**src/rtl/dac_upd_pkg.sv**
```systemverilog
package dac_upd_pkg;

    localparam int CODE_W   = 12;
    localparam int CHAN_W   = 4;
    localparam int WORD_W   = CODE_W + CHAN_W;
    localparam int NUM_CH   = 2;
    localparam int CH_IDX_W = (NUM_CH > 1) ? $clog2(NUM_CH) : 1;
    localparam logic [CODE_W-1:0] MID_CODE = CODE_W'(1) << (CODE_W - 1);

    typedef enum logic [1:0] {
        SRC_IMMEDIATE = 2'd0,
        SRC_TIMER     = 2'd1,
        SRC_EXTERNAL  = 2'd2,
        SRC_PACER     = 2'd3
    } upd_src_e;

    typedef struct packed {
        logic                valid;
        logic [CH_IDX_W-1:0] ch;
        logic [CODE_W-1:0]   code;
    } dac_req_t;

    function automatic logic chan_in_range(input logic [CHAN_W-1:0] ch);
        return ch < CHAN_W'(NUM_CH);
    endfunction

endpackage

```
**src/rtl/dac_wr_decode.sv**
```systemverilog
module dac_wr_decode
    import dac_upd_pkg::*;
(
    input  logic              wr_en,
    input  logic [WORD_W-1:0] wr_data,
    output dac_req_t          req
);
    logic [CHAN_W-1:0] ch_field;

    always_comb begin
        ch_field  = wr_data[WORD_W-1:CODE_W];
        req.valid = wr_en && chan_in_range(ch_field);
        req.ch    = ch_field[CH_IDX_W-1:0];
        req.code  = wr_data[CODE_W-1:0];
    end
endmodule

```
**src/rtl/dac_event_sel.sv**
```systemverilog
module dac_event_sel
    import dac_upd_pkg::*;
(
    input  logic [1:0] upd_src,
    input  logic       tmr_ovf,
    input  logic       ext_upd,
    input  logic       pacer_tick,
    output logic       fire
);
    always_comb begin
        case (upd_src_e'(upd_src))
            SRC_IMMEDIATE: fire = 1'b1;
            SRC_TIMER:     fire = tmr_ovf;
            SRC_EXTERNAL:  fire = ext_upd;
            SRC_PACER:     fire = pacer_tick;
            default:       fire = 1'b0;
        endcase
    end
endmodule

```
**src/rtl/dac_pend_buf.sv**
```systemverilog
module dac_pend_buf
    import dac_upd_pkg::*;
(
    input  logic     clk,
    input  logic     rst,
    input  dac_req_t req,
    input  logic     fire,
    output logic     busy,
    output dac_req_t xfer
);
    logic [CH_IDX_W-1:0] pend_ch;
    logic [CODE_W-1:0]   pend_code;

    always_ff @(posedge clk) begin
        if (rst) begin
            busy      <= 1'b0;
            pend_ch   <= '0;
            pend_code <= '0;
        end else if (busy) begin
            if (fire) busy <= 1'b0;
        end else if (req.valid) begin
            busy      <= 1'b1;
            pend_ch   <= req.ch;
            pend_code <= req.code;
        end
    end

    always_comb begin
        xfer.valid = busy && fire;
        xfer.ch    = pend_ch;
        xfer.code  = pend_code;
    end
endmodule

```
**src/rtl/dac_out_latch.sv**
```systemverilog
module dac_out_latch
    import dac_upd_pkg::*;
#(
    parameter int CH_ID = 0
) (
    input  logic              clk,
    input  logic              rst,
    input  dac_req_t          xfer,
    output logic [CODE_W-1:0] code
);
    localparam logic [CH_IDX_W-1:0] MY_ID = CH_IDX_W'(CH_ID);

    always_ff @(posedge clk) begin
        if (rst)
            code <= MID_CODE;
        else if (xfer.valid && xfer.ch == MY_ID)
            code <= xfer.code;
    end
endmodule

```
**src/rtl/dac_update_ctrl.sv**
```systemverilog
module dac_update_ctrl
    import dac_upd_pkg::*;
(
    input  logic              clk,
    input  logic              rst,
    input  logic              wr_en,
    input  logic [WORD_W-1:0] wr_data,
    input  logic [1:0]        upd_src,
    input  logic              tmr_ovf,
    input  logic              ext_upd,
    input  logic              pacer_tick,
    output logic [CODE_W-1:0] dac0_code,
    output logic [CODE_W-1:0] dac1_code,
    output logic              buf_busy
);
    dac_req_t          req;
    dac_req_t          xfer;
    logic              fire;
    logic [CODE_W-1:0] codes [NUM_CH];

    dac_wr_decode u_dec (
        .wr_en   (wr_en),
        .wr_data (wr_data),
        .req     (req)
    );

    dac_event_sel u_sel (
        .upd_src    (upd_src),
        .tmr_ovf    (tmr_ovf),
        .ext_upd    (ext_upd),
        .pacer_tick (pacer_tick),
        .fire       (fire)
    );

    dac_pend_buf u_buf (
        .clk  (clk),
        .rst  (rst),
        .req  (req),
        .fire (fire),
        .busy (buf_busy),
        .xfer (xfer)
    );

    for (genvar g = 0; g < NUM_CH; g++) begin : g_ch
        dac_out_latch #(.CH_ID(g)) u_lat (
            .clk  (clk),
            .rst  (rst),
            .xfer (xfer),
            .code (codes[g])
        );
    end

    assign dac0_code = codes[0];
    assign dac1_code = codes[1];
endmodule

```
**config.mk**
```make
export PLATFORM = sky130hd
export DESIGN_NAME = dac_update_ctrl
export DESIGN_NICKNAME = d
export VERILOG_FILES = /design/src/rtl/dac_upd_pkg.sv /design/src/rtl/dac_wr_decode.sv /design/src/rtl/dac_event_sel.sv /design/src/rtl/dac_pend_buf.sv /design/src/rtl/dac_out_latch.sv /design/src/rtl/dac_update_ctrl.sv
export SDC_FILE = /design/constraint.sdc
export NUM_CORES = 1
export LEC_CHECK = 0
export ABC_AREA = 1
export BUFFER_PORTS_ARGS = -buffer_cell sky130_fd_sc_hd__buf_2
export CAP_MARGIN = 20
export CORE_MARGIN = 4
export CORE_UTILIZATION = 45
export DETAILED_ROUTE_END_ITERATION = 16
export GPL_ROUTABILITY_DRIVEN = 0
export PLACE_DENSITY = 0.8
export SLEW_MARGIN = 20
export SYNTH_ARGS = -nofsm -noshare
export SYNTH_HDL_FRONTEND = slang
export SYNTH_SLANG_ARGS = --single-unit
```
**constraint.sdc**
```tcl
create_clock -name clk -period 1 [get_ports clk]
set_input_delay 0.1 -clock clk [delete_from_list [all_inputs] [get_ports clk]]
set_output_delay 0.1 -clock clk [all_outputs]
set_load 0.01 [all_outputs]
```
==> results, run 1 <==
- Power comes to between 2 and 3 mW.
- The sequential cell fraction of total power is 0.539.
- The total power divided by cell area is 1300 nW/um2.
- The cell with the biggest individual delay on the critical path is dfxtp_4.
- The register bit total from synthesis is 38.
- Walking the worst path, the cells encountered are inv_2, nand4_1, inv_2, buf_6, nor2_2, nor2_1.
- The maximum resistive drop on vdd is about 0.85 mV.
- The kind of capture point of the worst setup path is a flop.
- The end of the worst hold path is u_buf.pend_code[0]$_SDFFE_PP0P_.
- The wire-length estimate of the detail-placed layout is 2.28 mm.
- The count of port buffers added during placement is 48.
- The core area is between 3000 and 4000 um2.
- The number of rows created at floorplan is 21.
- The net switching component of the power is 693 uW.
- The final number of hold-violating endpoints is 1.
- The total wire length is about 3.7 mm.
- The fraction of registers with async set/reset is 0.
- The clock root buffer is clkbuf_4.
- In this run the number of H-tree levels came out at 2.
- The largest net degree at the start of global routing is 38.
- The cell taking the most area after synthesis is dfxtp_1.
- The layout filler cell count is about 270.
- The synthesized instance count is approximately 230.
- Of the total power, the clock network draws 0.361.
- The data required time at the worst endpoint is 1.29 ns.
- The max-cap check violation count is 0.
- The die boundary width is around 67 um.
- The length of the first detailed-routing pass in iterations is 4.
- The die covers roughly 4500 um2.
- After synthesis, the cell types taking the most area are dfxtp_1, nor2_1, nand2_1.
- between 40 and 50 I/O pins were placed.
- TritonCTS created 5 clock buffers.
- On the worst path, the slowest cell contributes a delay of ~0.36 ns.
- Summed over all layers, the global routing overflow is 0.
- After detailed routing, the number of remaining DRC violations is 0.
- The share of total power dissipated in combinational logic is 0.100.
- The initial antenna violation count is 0.
- The endpoint of the lowest-slack register-to-register path is u_buf.pend_code[1]$_SDFFE_PP0P_.
- Across all hold checks on the routed design, the worst slack comes to -0.00184 ns.
- TritonCTS built the clock tree.
- By instance count, the cell type seen most on the critical path is inv_2.
- For this configuration, the core starts out at a cell density of 0.466.
- Yosys mapped a number of flops with a built-in enable equal to 0.
- The final max-slew violation count is 0.
- The total number of yosys warnings is 0.
- The first global-routing pass estimated approximately 5.6 mm of wire.
- The ratio of cells with drive above 1 in the final layout is 0.323.
- For the final database, setup skew stands at approximately 0.0062 ns.
- The startpoint of the lowest-slack register-to-register path is u_buf.busy$_SDFF_PP0_.
- Of all nets on the critical path, the largest fanout is 5.
- The top flip-flop cell by instance count after synthesis is dfxtp_1.
- The type of the tightest min-delay check is input port to flop.
- nor2_1 is the most common cell in the netlist.
- The post-layout net count is 320.
- The peak clock frequency supported by timing is ~0.9 GHz.
- The clock drives 38 sinks.
- Along the worst hold path, the cell count comes to 3.
- Clock latency on the worst-skew pair, taken at its later pin, is between 0.3 and 0.4 ns.
- The total standard cell area after synthesis is 1560 um2.
- The number of setup violations in the final report is 39.
- The average vias per placed instance is roughly 4.4.
- Ranked by instance count, the synthesized netlist is headed by nor2_1, nand2_1, dfxtp_1.
- The leakage power figure is between 1 and 1.5 nW.
- The worst register-to-register path has a setup slack of -0.11 ns.
- Counting cells, the worst reg-to-reg path comes to 6.
- The number of nets still failing antenna checks after routing is 0.
- The detailed-route wire length per cell is 10.7 um.
- The clock period minus final worst setup slack is ~1.1 ns.
- The number of distinct library cells after synthesis is 16.
- The average instance in the mapped netlist occupies about 6.9 um2.
- The share of the Yosys chip area taken by registers is 0.489.
- The clock passes through at most 2 buffers.
- The summed negative setup slack over all endpoints is -2.62 ns.
- Compared with the post-synthesis result, the final layout area differs by 43.9%.
- The net switching share of the total power is 0.239.
- The via count of the first global-routing pass is between 1,000 and 1,500.
- The floorplan step set the die height to 66.8 um.
- The cell type group with the largest total delay on the critical path is flip-flops.
- The critical path is of the flop to flop type.
- Across every metal layer, demand over resource in global routing totals 0.167.
- The final reports fail on hold timing, setup timing.
- The internal power of the cells totals between 2 and 2.5 mW.
- The worst relative slew slack is 0.855.
- The number of antenna diodes in the final layout is 0.
- The worst hold path begins at wr_data[0].
- Of the post-synthesis cell area, the dominant cell type holds 0.489.
- The ratio of final minimum period to clock period is 1.11.
- Setup repair after global routing could not meet its margin everywhere.
- The number of nets in the synthesized netlist is around 250.
- Together, buffers and inverters on the worst path number 3.
- In the post-route analysis, the smallest setup slack over all paths is -0.114 ns.
- The run finished, with violations left.
- After clock tree synthesis, the clock-pin slew on the worst setup and hold paths is about 0.12 ns.
- STA classifies the critical path startpoint as a flop.
- The actual slew at the worst max-slew pin is ~0.22 ns.
- After the first detailed-routing iteration, the DRC count stood at ~100.
- The count of vias placed by the detailed router is about 1,500.
- Data arrives at the worst endpoint at 1.40 ns.
cell families after synthesis:
family | synth area share
buf+inv | 0.114
compound gates | 0.0450
flops | 0.489
simple gates | 0.352
metrics by stage:
step           hold slack, ns  area [um2]  cells  worst slack [ns]   util
3_3_place_gp            0.274        1890    318           -0.0132  0.566
5_1_grt               0.00266        2240    343            -0.200  0.671
6_report             -0.00184        2240    343            -0.114  0.671
2_1_floorplan           0.163        1560    225           -0.0395      -
4_1_cts               0.00528        2100    337           -0.0615  0.629
3_5_place_dp            0.283        1890    318           -0.0488  0.566
timing repair:
action | 4_1_cts | 5_1_grt
resized for setup | 10 | 30
hold buffers | 10 | 1
buffers inserted | 1 | 1
pin swaps | 0 | 2
gates cloned | 0 | 4
endpoints found under the setup margin | 19 | 38
hold endpoints to repair | 10 | 1
how the worst max path moves through the flow:
| stage | from | end | cells after the start |
|---|---|---|---|
| 6_report | u_buf.busy$_SDFF_PP0_ | u_buf.pend_code[1]$_SDFFE_PP0P_ | 6 |
| 5_1_grt | u_buf.busy$_SDFF_PP0_ | u_buf.pend_code[1]$_SDFFE_PP0P_ | 6 |
| 4_1_cts | u_buf.busy$_SDFF_PP0_ | u_buf.pend_code[1]$_SDFFE_PP0P_ | 5 |
| 3_5_place_dp | u_buf.busy$_SDFF_PP0_ | u_buf.pend_code[1]$_SDFFE_PP0P_ | 5 |
| 3_3_place_gp | u_buf.busy$_SDFF_PP0_ | u_buf.pend_code[6]$_SDFFE_PP0P_ | 5 |
| 2_1_floorplan | u_buf.busy$_SDFF_PP0_ | u_buf.pend_code[1]$_SDFFE_PP0P_ | 6 |
worst min-delay path, stage by stage:
cell     delay [ns]
buf_2          0.09
o21ai_1        0.06
nor2_1         0.07
per-layer routing:
layer / vias up / wire length (um) / GRT usage
li1: 816 / - / -
met1: 654 / 1620 / 0.202
met2: 43 / 1830 / 0.275
met3: 4 / 187 / 0.0388
met4: 0 / 43 / 0.0812
met5: - / 0 / 0
cells in the final DEF, fill, tap and decap left out:
| cell | instances |
|---|---|
| a21oi_1 | 1 |
| inv_2 | 2 |
| clkinvlp_4 | 2 |
| buf_12 | 3 |
| nor2_2 | 9 |
| nand3_1 | 5 |
| o21ai_1 | 4 |
| nand3_2 | 2 |
| buf_2 | 47 |
| nand4_4 | 2 |
| dfxtp_4 | 1 |
| clkbuf_4 | 5 |
| nor2_1 | 63 |
| clkinv_1 | 1 |
| buf_6 | 5 |
| o21ai_0 | 1 |
| dfxtp_2 | 2 |
| o21ai_2 | 8 |
| dfxtp_1 | 35 |
| nand2_1 | 50 |
| dlygate4sd3_1 | 11 |
| clkbuf_16 | 1 |
| bufinv_16 | 1 |
| nand4_1 | 3 |
| buf_4 | 6 |
| inv_1 | 27 |
sequential cells by signal, summed over array words and instances, names as in the netlist:
register         count
g_ch.u_lat.code     24
u_buf.pend_code     12
u_buf.busy           1
u_buf.pend_ch        1
area by class of cell:
cell class / count / area, um2 / share of cell area
sequential: 38 / 767 / 0.343
multi-input combinational: 148 / 687 / 0.307
timing repair buffer: 73 / 532 / 0.238
inverter: 30 / 113 / 0.0503
tap: 46 / 57.6 / 0.0257
clock inverter: 3 / 45.0 / 0.0201
clock buffer: 5 / 37.5 / 0.0168
power by group through the flow:
stage          sequential [mW]  combinational (mW)  clock, mW
3_3_place_gp              1.60               0.208          0
2_1_floorplan             1.60               0.109          0
6_report                  1.57               0.290       1.05
5_1_grt                   1.57               0.323       1.13
3_5_place_dp              1.60               0.210          0
4_1_cts                   1.57               0.249       1.08
Note: power is estimated with default switching activity, not from simulation.
==> inputs of run 2 (changes only) <==
--- a/config.mk
+++ b/config.mk
@@ -13,6 +13,7 @@
 export DETAILED_ROUTE_END_ITERATION = 16
 export GPL_ROUTABILITY_DRIVEN = 0
 export PLACE_DENSITY = 0.8
+export SETUP_SLACK_MARGIN = 0.3
 export SLEW_MARGIN = 20
 export SYNTH_ARGS = -nofsm -noshare
 export SYNTH_HDL_FRONTEND = slang
==> results, run 2 (synthesized netlist as in run 1, its figures left out) <==
- The average vias per placed instance is 4.52 (was 4.42).
- The most congested layer reported by global routing is met2 (unchanged).
- The worst min-delay path startpoint is wr_data[11] (was wr_data[0]).
- The type of the tightest min-delay check is input port to flop (unchanged).
- The clock skew after layout is 0.00692 ns (was 0.00618 ns).
- The violation count after the first detailed-route iteration is 84 (was 101).
- The total global routing track utilization is 0.184 (was 0.167).
- The pre-CTS setup slack came to -0.113 ns (was -0.0488 ns).
- The number of remaining DRC errors is 0 (unchanged).
- The count of port buffers added during placement is 48 (unchanged).
- The clock root buffer was clkbuf_4 (unchanged).
- The number of stages on the worst hold path was 3 (unchanged).
- The layout filler cell count came to 278 (was 273).
- The signal arrival time at the worst endpoint is 1.33 ns (was 1.40 ns).
- The final number of hold-violating endpoints was 1 (unchanged).
- Violated checks: hold timing, setup timing (unchanged).
- The worst relative slew slack came to 0.829 (was 0.855).
- The count of vias placed by the detailed router is 1,547 (was 1,517).
- Result of the run: finished, violations left (unchanged).
- The global-route congestion overflow total was 0 (unchanged).
- The largest net degree at the start of global routing is 24 (was 38).
- The detailed-route wire length per cell is 10.8 um (was 10.7 um).
- The number of cell instances on the worst register-to-register path is 5 (was 6).
- The number of antenna repair diodes is 0 (unchanged).
- The register-to-register setup slack is -0.08 ns (was -0.11 ns).
- The minimum hold slack is -0.00454 ns (was -0.00184 ns).
- The die boundary width is 66.8 um (unchanged).
- The wire length of the first global-routing pass came to 6.26 mm (was 5.60 mm).
- The maximum clock insertion buffer count is 2 (unchanged).
- The data required time at the worst endpoint is 1.25 ns (was 1.29 ns).
- The endpoint of the lowest-slack register-to-register path is u_buf.pend_code[7]$_SDFFE_PP0P_ (was u_buf.pend_code[1]$_SDFFE_PP0P_).
- The area of combinational cells with multiple inputs is 689 um2 (was 687 um2).
- The kind of capture point of the worst setup path is a flop (unchanged).
- The least setup slack across all paths after layout is -0.0842 ns (was -0.114 ns).
- The die span in y is 66.8 um (unchanged).
- The most common library cell in the layout ignoring fill and taps is nor2_1 (unchanged).
- The area added between synthesis and finish is 52.4% (was 43.9%).
- The initial antenna violation count is 0 (unchanged).
- The largest register by flop count is g_ch.u_lat.code (unchanged).
- The maximum fanout along the worst path is 8 (was 5).
- The final max-slew violation count was 0 (unchanged).
- The die area is 4460 um2 (unchanged).
- The number of rows created at floorplan is 21 (unchanged).
- The TritonCTS buffer count is 5 (unchanged).
- The total power divided by cell area was 1240 nW/um2 (was 1300 nW/um2).
- Most used cells in the layout excluding fill and tap cells: nor2_1, nand2_1, inv_1, buf_6 (was nor2_1, nand2_1, buf_2, dfxtp_1, inv_1).
- The starting utilization of the core area was 0.466 (unchanged).
- The met2 layer usage reported by global route was 0.318 (was 0.275).
- The flip-flop count of the largest register, all copies and words added came to 24 (unchanged).
- The ratio of cells with drive above 1 in the final layout is 0.399 (was 0.323).
- The total wire length is 3.71 mm (was 3.68 mm).
- The sink count of the clock tree was 38 (unchanged).
- The depth of the CTS H-tree is 2 (unchanged).
- The number of setup violations in the final report is 38 (was 39).
- The clock period minus final worst setup slack is 1.08 ns (was 1.11 ns).
- The number of nets still failing antenna checks after routing came to 0 (unchanged).
- The detailed-placement wirelength estimate is 2.39 mm (was 2.28 mm).
- The post-layout net count came to 320 (unchanged).
- The peak clock frequency supported by timing came to 0.922 GHz (was 0.898 GHz).
- The length of the first detailed-routing pass in iterations is 4 (unchanged).
- The startpoint of the lowest-slack register-to-register path is u_buf.busy$_SDFF_PP0_ (unchanged).
- The startpoint type of the worst setup path is a flop (unchanged).
- Unrepaired setup endpoints after global routing: true (unchanged).
- The summed negative setup slack over all endpoints is -1.72 ns (was -2.62 ns).
- The number of I/O pins was 49 (unchanged).
- The clock tree from TritonCTS is done (unchanged).
- Top flop regs: g_ch.u_lat.code: 24 flops, u_buf.pend_code: 12 flops (unchanged).
- The max-cap check violation count came to 0 (unchanged).
- The actual slew at the worst max-slew pin came to 0.257 ns (was 0.217 ns).
- The area used by sequential logic in the layout is 795 um2 (was 767 um2).
- The later-pin clock latency in the skew report is 0.34 ns (about the same).
- The leakage power figure was 1.25 nW (was 1.22 nW).
- The path type of the worst setup path is flop to flop (unchanged).
- The met3 track utilization from global routing is 0.0304 (was 0.0388).
- The end of the worst hold path is u_buf.pend_code[11]$_SDFFE_PP0P_ (was u_buf.pend_code[0]$_SDFFE_PP0P_).
- The clock transition at the registers of the reported paths is 0.11 ns (was 0.12 ns).
- The maximum resistive drop on vdd is 0.825 mV (was 0.846 mV).
- The core area is 3340 um2 (unchanged).
- The met1 capacity usage during global routing is 0.222 (was 0.202).
- The via count of the first global-routing pass is 1,492 (was 1,314).
- The ratio of final minimum period to clock period is 1.08 (was 1.11).
-- run 2: cell count changes in the layout (fill, tap and decap cells not counted), moves of 3 or more --
| cell | previous run | this run |
|---|---|---|
| dfxtp_1 | 35 | 13 |
| buf_6 | 5 | 27 |
| buf_2 | 47 | 24 |
| nor2_1 | 63 | 67 |
| nor2_2 | 9 | 4 |
| buf_4 | 6 | 12 |
| dlygate4sd3_1 | 11 | 8 |
| dfxtp_2 | 2 | 24 |
-- run 2: power breakdown --
| group | internal [mW] | leakage, nW | switching (mW) |
|---|---|---|---|
| Clock | 0.582 | 0.0443 | 0.487 |
| Combinational | 0.145 | 0.885 | 0.144 |
| Sequential | 1.54 | 0.318 | 0.0263 |
| Total | 2.27 | 1.25 | 0.658 |
-- run 2: cell type report --
type	count	share of cell area
clock inverters	1	0.0127
clock buffers	6	0.0216
well taps	46	0.0243
multi-input cells	148	0.291
inverters	30	0.0475
flip-flops and latches	38	0.335
repair buffers	73	0.268
-- run 2: worst max-delay path by stage --
stage	slack (ns)	from	depth (start not counted)	end
after detailed placement	-0.11	u_buf.busy$_SDFF_PP0_	5	u_buf.pend_code[8]$_SDFFE_PP0P_
after global placement	-0.07	u_buf.busy$_SDFF_PP0_	5	u_buf.pend_code[11]$_SDFFE_PP0P_
after CTS	-0.09	u_buf.busy$_SDFF_PP0_	5	u_buf.pend_code[4]$_SDFFE_PP0P_
after global routing	-0.20	u_buf.busy$_SDFF_PP0_	6	u_buf.pend_code[8]$_SDFFE_PP0P_
final	-0.08	u_buf.busy$_SDFF_PP0_	5	u_buf.pend_code[7]$_SDFFE_PP0P_
after floorplan	-0.04	u_buf.busy$_SDFF_PP0_	6	u_buf.pend_code[1]$_SDFFE_PP0P_
-- run 2: per-stage QoR --
stage / hold WS [ns] / area (um2) / utilization / cells / total power, mW
3_3_place_gp: 0.272 / 1910 / 0.571 / 322 / 1.81
3_5_place_dp: 0.276 / 1910 / 0.571 / 322 / 1.81
6_report: -0.00454 / 2370 / 0.710 / 342 / 2.93
5_1_grt: 0.0126 / 2370 / 0.710 / 342 / 3.05
2_1_floorplan: 0.163 / 1570 / - / 225 / 1.71
4_1_cts: 0.000117 / 2340 / 0.702 / 342 / 2.93
-- run 2: repair_timing --
item,CTS,global route
hold buffers,8,0
pin swaps,0,7
buffers inserted,4,0
setup endpoints to repair,63,63
cloned,1,0
hold endpoints to repair,8,0
resized for setup,76,8
-- run 2: worst max-delay path: stages, from the launching register on --
cell and delay [ns]:
dfxtp_4 0.36, inv_2 0.05, nand4_1 0.19, buf_6 0.22
o21ai_2 0.11, nor2_1 0.06
-- run 2: layer usage --
layer / routed length, um / vias to the layer above
met5: 0 / -
met4: 83 / 0
li1: - / 817
met1: 1520 / 677
met3: 175 / 10
met2: 1920 / 43
==> inputs of run 3 (changes only) <==
--- a/config.mk
+++ b/config.mk
@@ -5,14 +5,13 @@
 export SDC_FILE = /design/constraint.sdc
 export NUM_CORES = 1
 export LEC_CHECK = 0
-export ABC_AREA = 1
-export BUFFER_PORTS_ARGS = -buffer_cell sky130_fd_sc_hd__buf_2
 export CAP_MARGIN = 20
 export CORE_MARGIN = 4
-export CORE_UTILIZATION = 45
+export CORE_UTILIZATION = 50
 export DETAILED_ROUTE_END_ITERATION = 16
+export DONT_BUFFER_PORTS = 1
 export GPL_ROUTABILITY_DRIVEN = 0
-export PLACE_DENSITY = 0.8
+export PLACE_DENSITY = 0.73
 export SETUP_SLACK_MARGIN = 0.3
 export SLEW_MARGIN = 20
 export SYNTH_ARGS = -nofsm -noshare
==> constraint.sdc (replaced) <==
create_clock -name clk -period 1 [get_ports clk]
set_input_delay 0.1 -clock clk [delete_from_list [all_inputs] [get_ports clk]]
set_output_delay 0.1 -clock clk [all_outputs]
set_load 0.05 [all_outputs]
==> results, run 3 <==
- The power consumption came to 2.50 mW (was 2.93 mW).
- The core area came to 3050 um2 (was 3340 um2).
- The total standard cell area after synthesis is 1590 um2 (was 1560 um2).
- The cell taking the most area after synthesis is dfxtp_1 (unchanged).
- The actual slew at the worst max-slew pin is 0.453 ns (was 0.257 ns).
- The kind of capture point of the worst setup path is a flop (unchanged).
- The sequential element share of the synthesized area is 0.478 (was 0.489).
- The max-cap check violation count was 0 (unchanged).
- Unrepaired setup endpoints after global routing: true (unchanged).
- The synthesized instance count is 159 (was 225).
- The peak clock frequency supported by timing was 0.858 GHz (was 0.922 GHz).
- The via count of the first global-routing pass is 1,300 (was 1,492).
- The maximum fanout along the worst path is 6 (was 8).
- The ratio of cells with drive above 1 in the final layout is 0.559 (was 0.399).
- The ratio of final minimum period to clock period is 1.17 (was 1.08).
- Result of the run: finished, violations left (unchanged).
- The number of I/O pins was 49 (unchanged).
- The most frequently used cell type in the post-synthesis netlist was dfxtp_1 (was nor2_1).
- The area added between synthesis and finish is 55.1% (was 52.4%).
- The clock root buffer is clkbuf_4 (unchanged).
- The most common library cell in the layout ignoring fill and taps is nand2b_1 (was nor2_1).
- The endpoint of the lowest-slack register-to-register path is g_ch[1].u_lat.code[4]$_SDFFE_PP0P_ (was u_buf.pend_code[7]$_SDFFE_PP0P_).
- The total power divided by cell area is 1010 nW/um2 (was 1240 nW/um2).
- The pre-CTS setup slack is -0.168 ns (was -0.113 ns).
- The worst relative slew slack came to 0.690 (was 0.829).
- The number of nets still failing antenna checks after routing came to 0 (unchanged).
- The fraction of registers with async set/reset is 0 (unchanged).
- The register-to-register setup slack is -0.17 ns (was -0.08 ns).
- The total wire length is 4.08 mm (was 3.71 mm).
- The worst min-delay path startpoint is rst (was wr_data[11]).
- The count of port buffers added during placement came to 0 (was 48).
- The number of remaining DRC errors is 0 (unchanged).
- The path type of the worst setup path was flop to flop (unchanged).
- The total global routing track utilization came to 0.185 (was 0.184).
- The length of the first detailed-routing pass in iterations is 4 (unchanged).
- The area of all placed cells without fillers is 2470 um2 (was 2370 um2).
- The leakage power figure was 0.926 nW (was 1.25 nW).
- The startpoint type of the worst setup path is a flop (unchanged).
- Most used cells in the layout excluding fill and tap cells: nand2b_1, buf_8, mux2i_1, dfxtp_2, buf_4 (was nor2_1, nand2_1, inv_1, buf_6).
- The count of vias placed by the detailed router is 1,311 (was 1,547).
- The register bit total from synthesis came to 38 (unchanged).
- The signal arrival time at the worst endpoint is 1.41 ns (was 1.33 ns).
- The post-layout net count is 227 (was 320).
- The initial antenna violation count is 0 (unchanged).
- Top flop regs: g_ch.u_lat.code: 24 flops, u_buf.pend_code: 12 flops (unchanged).
- The detailed-route wire length per cell came to 16.5 um (was 10.8 um).
- The wire length of the first global-routing pass is 5.97 mm (was 6.26 mm).
- The end of the worst hold path was u_buf.busy$_SDFF_PP0_ (was u_buf.pend_code[11]$_SDFFE_PP0P_).
- The sink count of the clock tree is 38 (unchanged).
- The largest net degree at the start of global routing is 51 (was 24).
- The top flip-flop cell by instance count after synthesis is dfxtp_1 (unchanged).
- The number of enable-type register cells in the synthesized netlist came to 0 (unchanged).
- The net count after synthesis came to 183 (was 249).
- The depth of the CTS H-tree came to 2 (unchanged).
- The per-instance average area after synthesis is 10.0 um2 (was 6.91 um2).
- The clock period minus final worst setup slack came to 1.17 ns (was 1.08 ns).
- The number of setup violations in the final report is 32 (was 38).
- The final number of hold-violating endpoints is 38 (was 1).
- The number of distinct library cells after synthesis came to 20 (was 16).
- The average vias per placed instance is 5.29 (was 4.52).
- The data required time at the worst endpoint is 1.24 ns (was 1.25 ns).
- The clock transition at the registers of the reported paths came to 0.11 ns (about the same).
- The clock tree from TritonCTS was done (unchanged).
- The cell area after placement is 1870 um2 (was 1910 um2).
- The number of cell instances on the worst register-to-register path is 4 (was 5).
- The number of stages on the worst hold path came to 1 (was 3).
- The flip-flop count of the largest register, all copies and words added came to 24 (unchanged).
- The summed negative setup slack over all endpoints was -3.88 ns (was -1.72 ns).
- The die span in y was 64.4 um (was 66.8 um).
- The violation count after the first detailed-route iteration is 60 (was 84).
- The final max-slew violation count is 0 (unchanged).
- The TritonCTS buffer count is 5 (unchanged).
- Violated checks: hold timing, setup timing (unchanged).
- The starting utilization of the core area is 0.522 (was 0.466).
- The startpoint of the lowest-slack register-to-register path is u_buf.pend_ch$_SDFFE_PP0P_ (was u_buf.busy$_SDFF_PP0_).
- The type of the tightest min-delay check is input port to flop (unchanged).
- The maximum resistive drop on vdd came to 0.787 mV (was 0.825 mV).
- Cells taking the most area after synthesis: dfxtp_1, mux2i_1, nand2b_1 (was dfxtp_1, nor2_1, nand2_1).
- The global-route congestion overflow total is 0 (unchanged).
- The minimum hold slack is -0.198 ns (was -0.00454 ns).
- The die area came to 4150 um2 (was 4460 um2).
- The clock skew after layout is 0.00933 ns (was 0.00692 ns).
- The detailed-placement wirelength estimate was 2.41 mm (was 2.39 mm).
- The top-area cell type share of the netlist area is 0.478 (was 0.489).
- The largest register by flop count is g_ch.u_lat.code (unchanged).
- The layout filler cell count is 190 (was 278).
- The later-pin clock latency in the skew report is 0.35 ns (was 0.34 ns).
- Top post-synthesis cells by count: dfxtp_1, nand2b_1, mux2i_1 (was nor2_1, nand2_1, dfxtp_1).
- The number of rows created at floorplan was 20 (was 21).
- The number of antenna repair diodes is 0 (unchanged).
- The total number of yosys warnings is 0 (unchanged).
- The least setup slack across all paths after layout is -0.166 ns (was -0.0842 ns).
- The maximum clock insertion buffer count came to 2 (unchanged).
- The die boundary width is 64.4 um (was 66.8 um).
-- run 3: cell types whose count changed in the layout (fill, tap and decap cells not counted), moves of 6 or more --
cell / previous run / this run
o21ai_2: 10 / 2
buf_6: 27 / 5
nand2b_1: 0 / 33
buf_8: 0 / 26
nor2_1: 67 / 3
dlygate4sd3_1: 8 / 0
a21oi_2: 0 / 12
mux2i_1: 0 / 25
buf_2: 24 / 0
inv_1: 27 / 1
o21ai_1: 3 / 9
nand3_2: 2 / 8
nand2_1: 50 / 1
-- run 3: layout make-up --
class / instances / area [um2] / share of cell area
Clock buffer: 7 / 55.1 / 0.0223
Clock inverter: 1 / 5.00 / 0.00203
Inverter: 2 / 10.0 / 0.00405
Multi-Input combinational cell: 108 / 917 / 0.371
Sequential cell: 38 / 796 / 0.322
Tap cell: 44 / 55.1 / 0.0223
Timing Repair Buffer: 48 / 632 / 0.256
-- run 3: how the worst max path moves through the flow --
stage	from	to	slack (ns)	cells after the start
final	u_buf.pend_ch$_SDFFE_PP0P_	g_ch[1].u_lat.code[4]$_SDFFE_PP0P_	-0.17	4
after global routing	u_buf.busy$_SDFF_PP0_	g_ch[0].u_lat.code[4]$_SDFFE_PP0P_	-0.22	4
after CTS	u_buf.pend_ch$_SDFFE_PP0P_	g_ch[1].u_lat.code[10]$_SDFFE_PP0P_	-0.14	4
after detailed placement	upd_src[1]	g_ch[0].u_lat.code[0]$_SDFFE_PP0P_	-0.17	4
after global placement	upd_src[1]	g_ch[0].u_lat.code[7]$_SDFFE_PP0P_	-0.15	4
after floorplan	u_buf.busy$_SDFF_PP0_	g_ch[0].u_lat.code[11]$_SDFFE_PP1P_	-0.35	4
-- run 3: layer usage --
metal	part of all wire	global-route usage	vias to the layer above
li1	-	-	635
met1	0.42	0.240	628
met2	0.51	0.290	39
met3	0.043	0.0416	9
met4	0.024	0.0897	0
met5	0	0	-
-- run 3: worst max-delay path, cell delays in order, from the launching register on --
cell	delay, ns
dfxtp_2	0.39
nand2_1	0.08
a211o_4	0.31
buf_16	0.15
mux2i_1	0.11
-- run 3: kinds of logic after synthesis --
| logic type | Yosys count | share of synthesized area |
|---|---|---|
| flip-flops | 38 | 0.478 |
| multiplexers | 25 | 0.157 |
| buffers and inverters | 13 | 0.0432 |
| AO/OA/AOI/OAI | 30 | 0.119 |
| AND/OR/NAND/NOR | 53 | 0.203 |
-- run 3: repair_timing --
action	4_1_cts	5_1_grt
endpoints found under the hold margin	38	38
pin swaps	1	19
resized for setup	68	51
setup endpoints to repair	63	63
setup buffers	7	9
gates cloned	1	0
-- run 3: power by group --
part / total (mW) / switching (mW) / internal [mW]
Clock: 0.844 / 0.504 / 0.341
Sequential: 1.53 / 0.0100 / 1.52
Combinational: 0.125 / 0.0569 / 0.0683
Total: 2.50 / 0.571 / 1.93
-- run 3: through the flow --
stage / util / hold WS (ns) / instances
2_1_floorplan: - / 0.248 / 159
3_3_place_gp: 0.612 / 0.163 / 223
3_5_place_dp: 0.612 / 0.167 / 223
4_1_cts: 0.724 / -0.207 / 239
5_1_grt: 0.809 / -0.231 / 248
6_report: 0.809 / -0.198 / 248
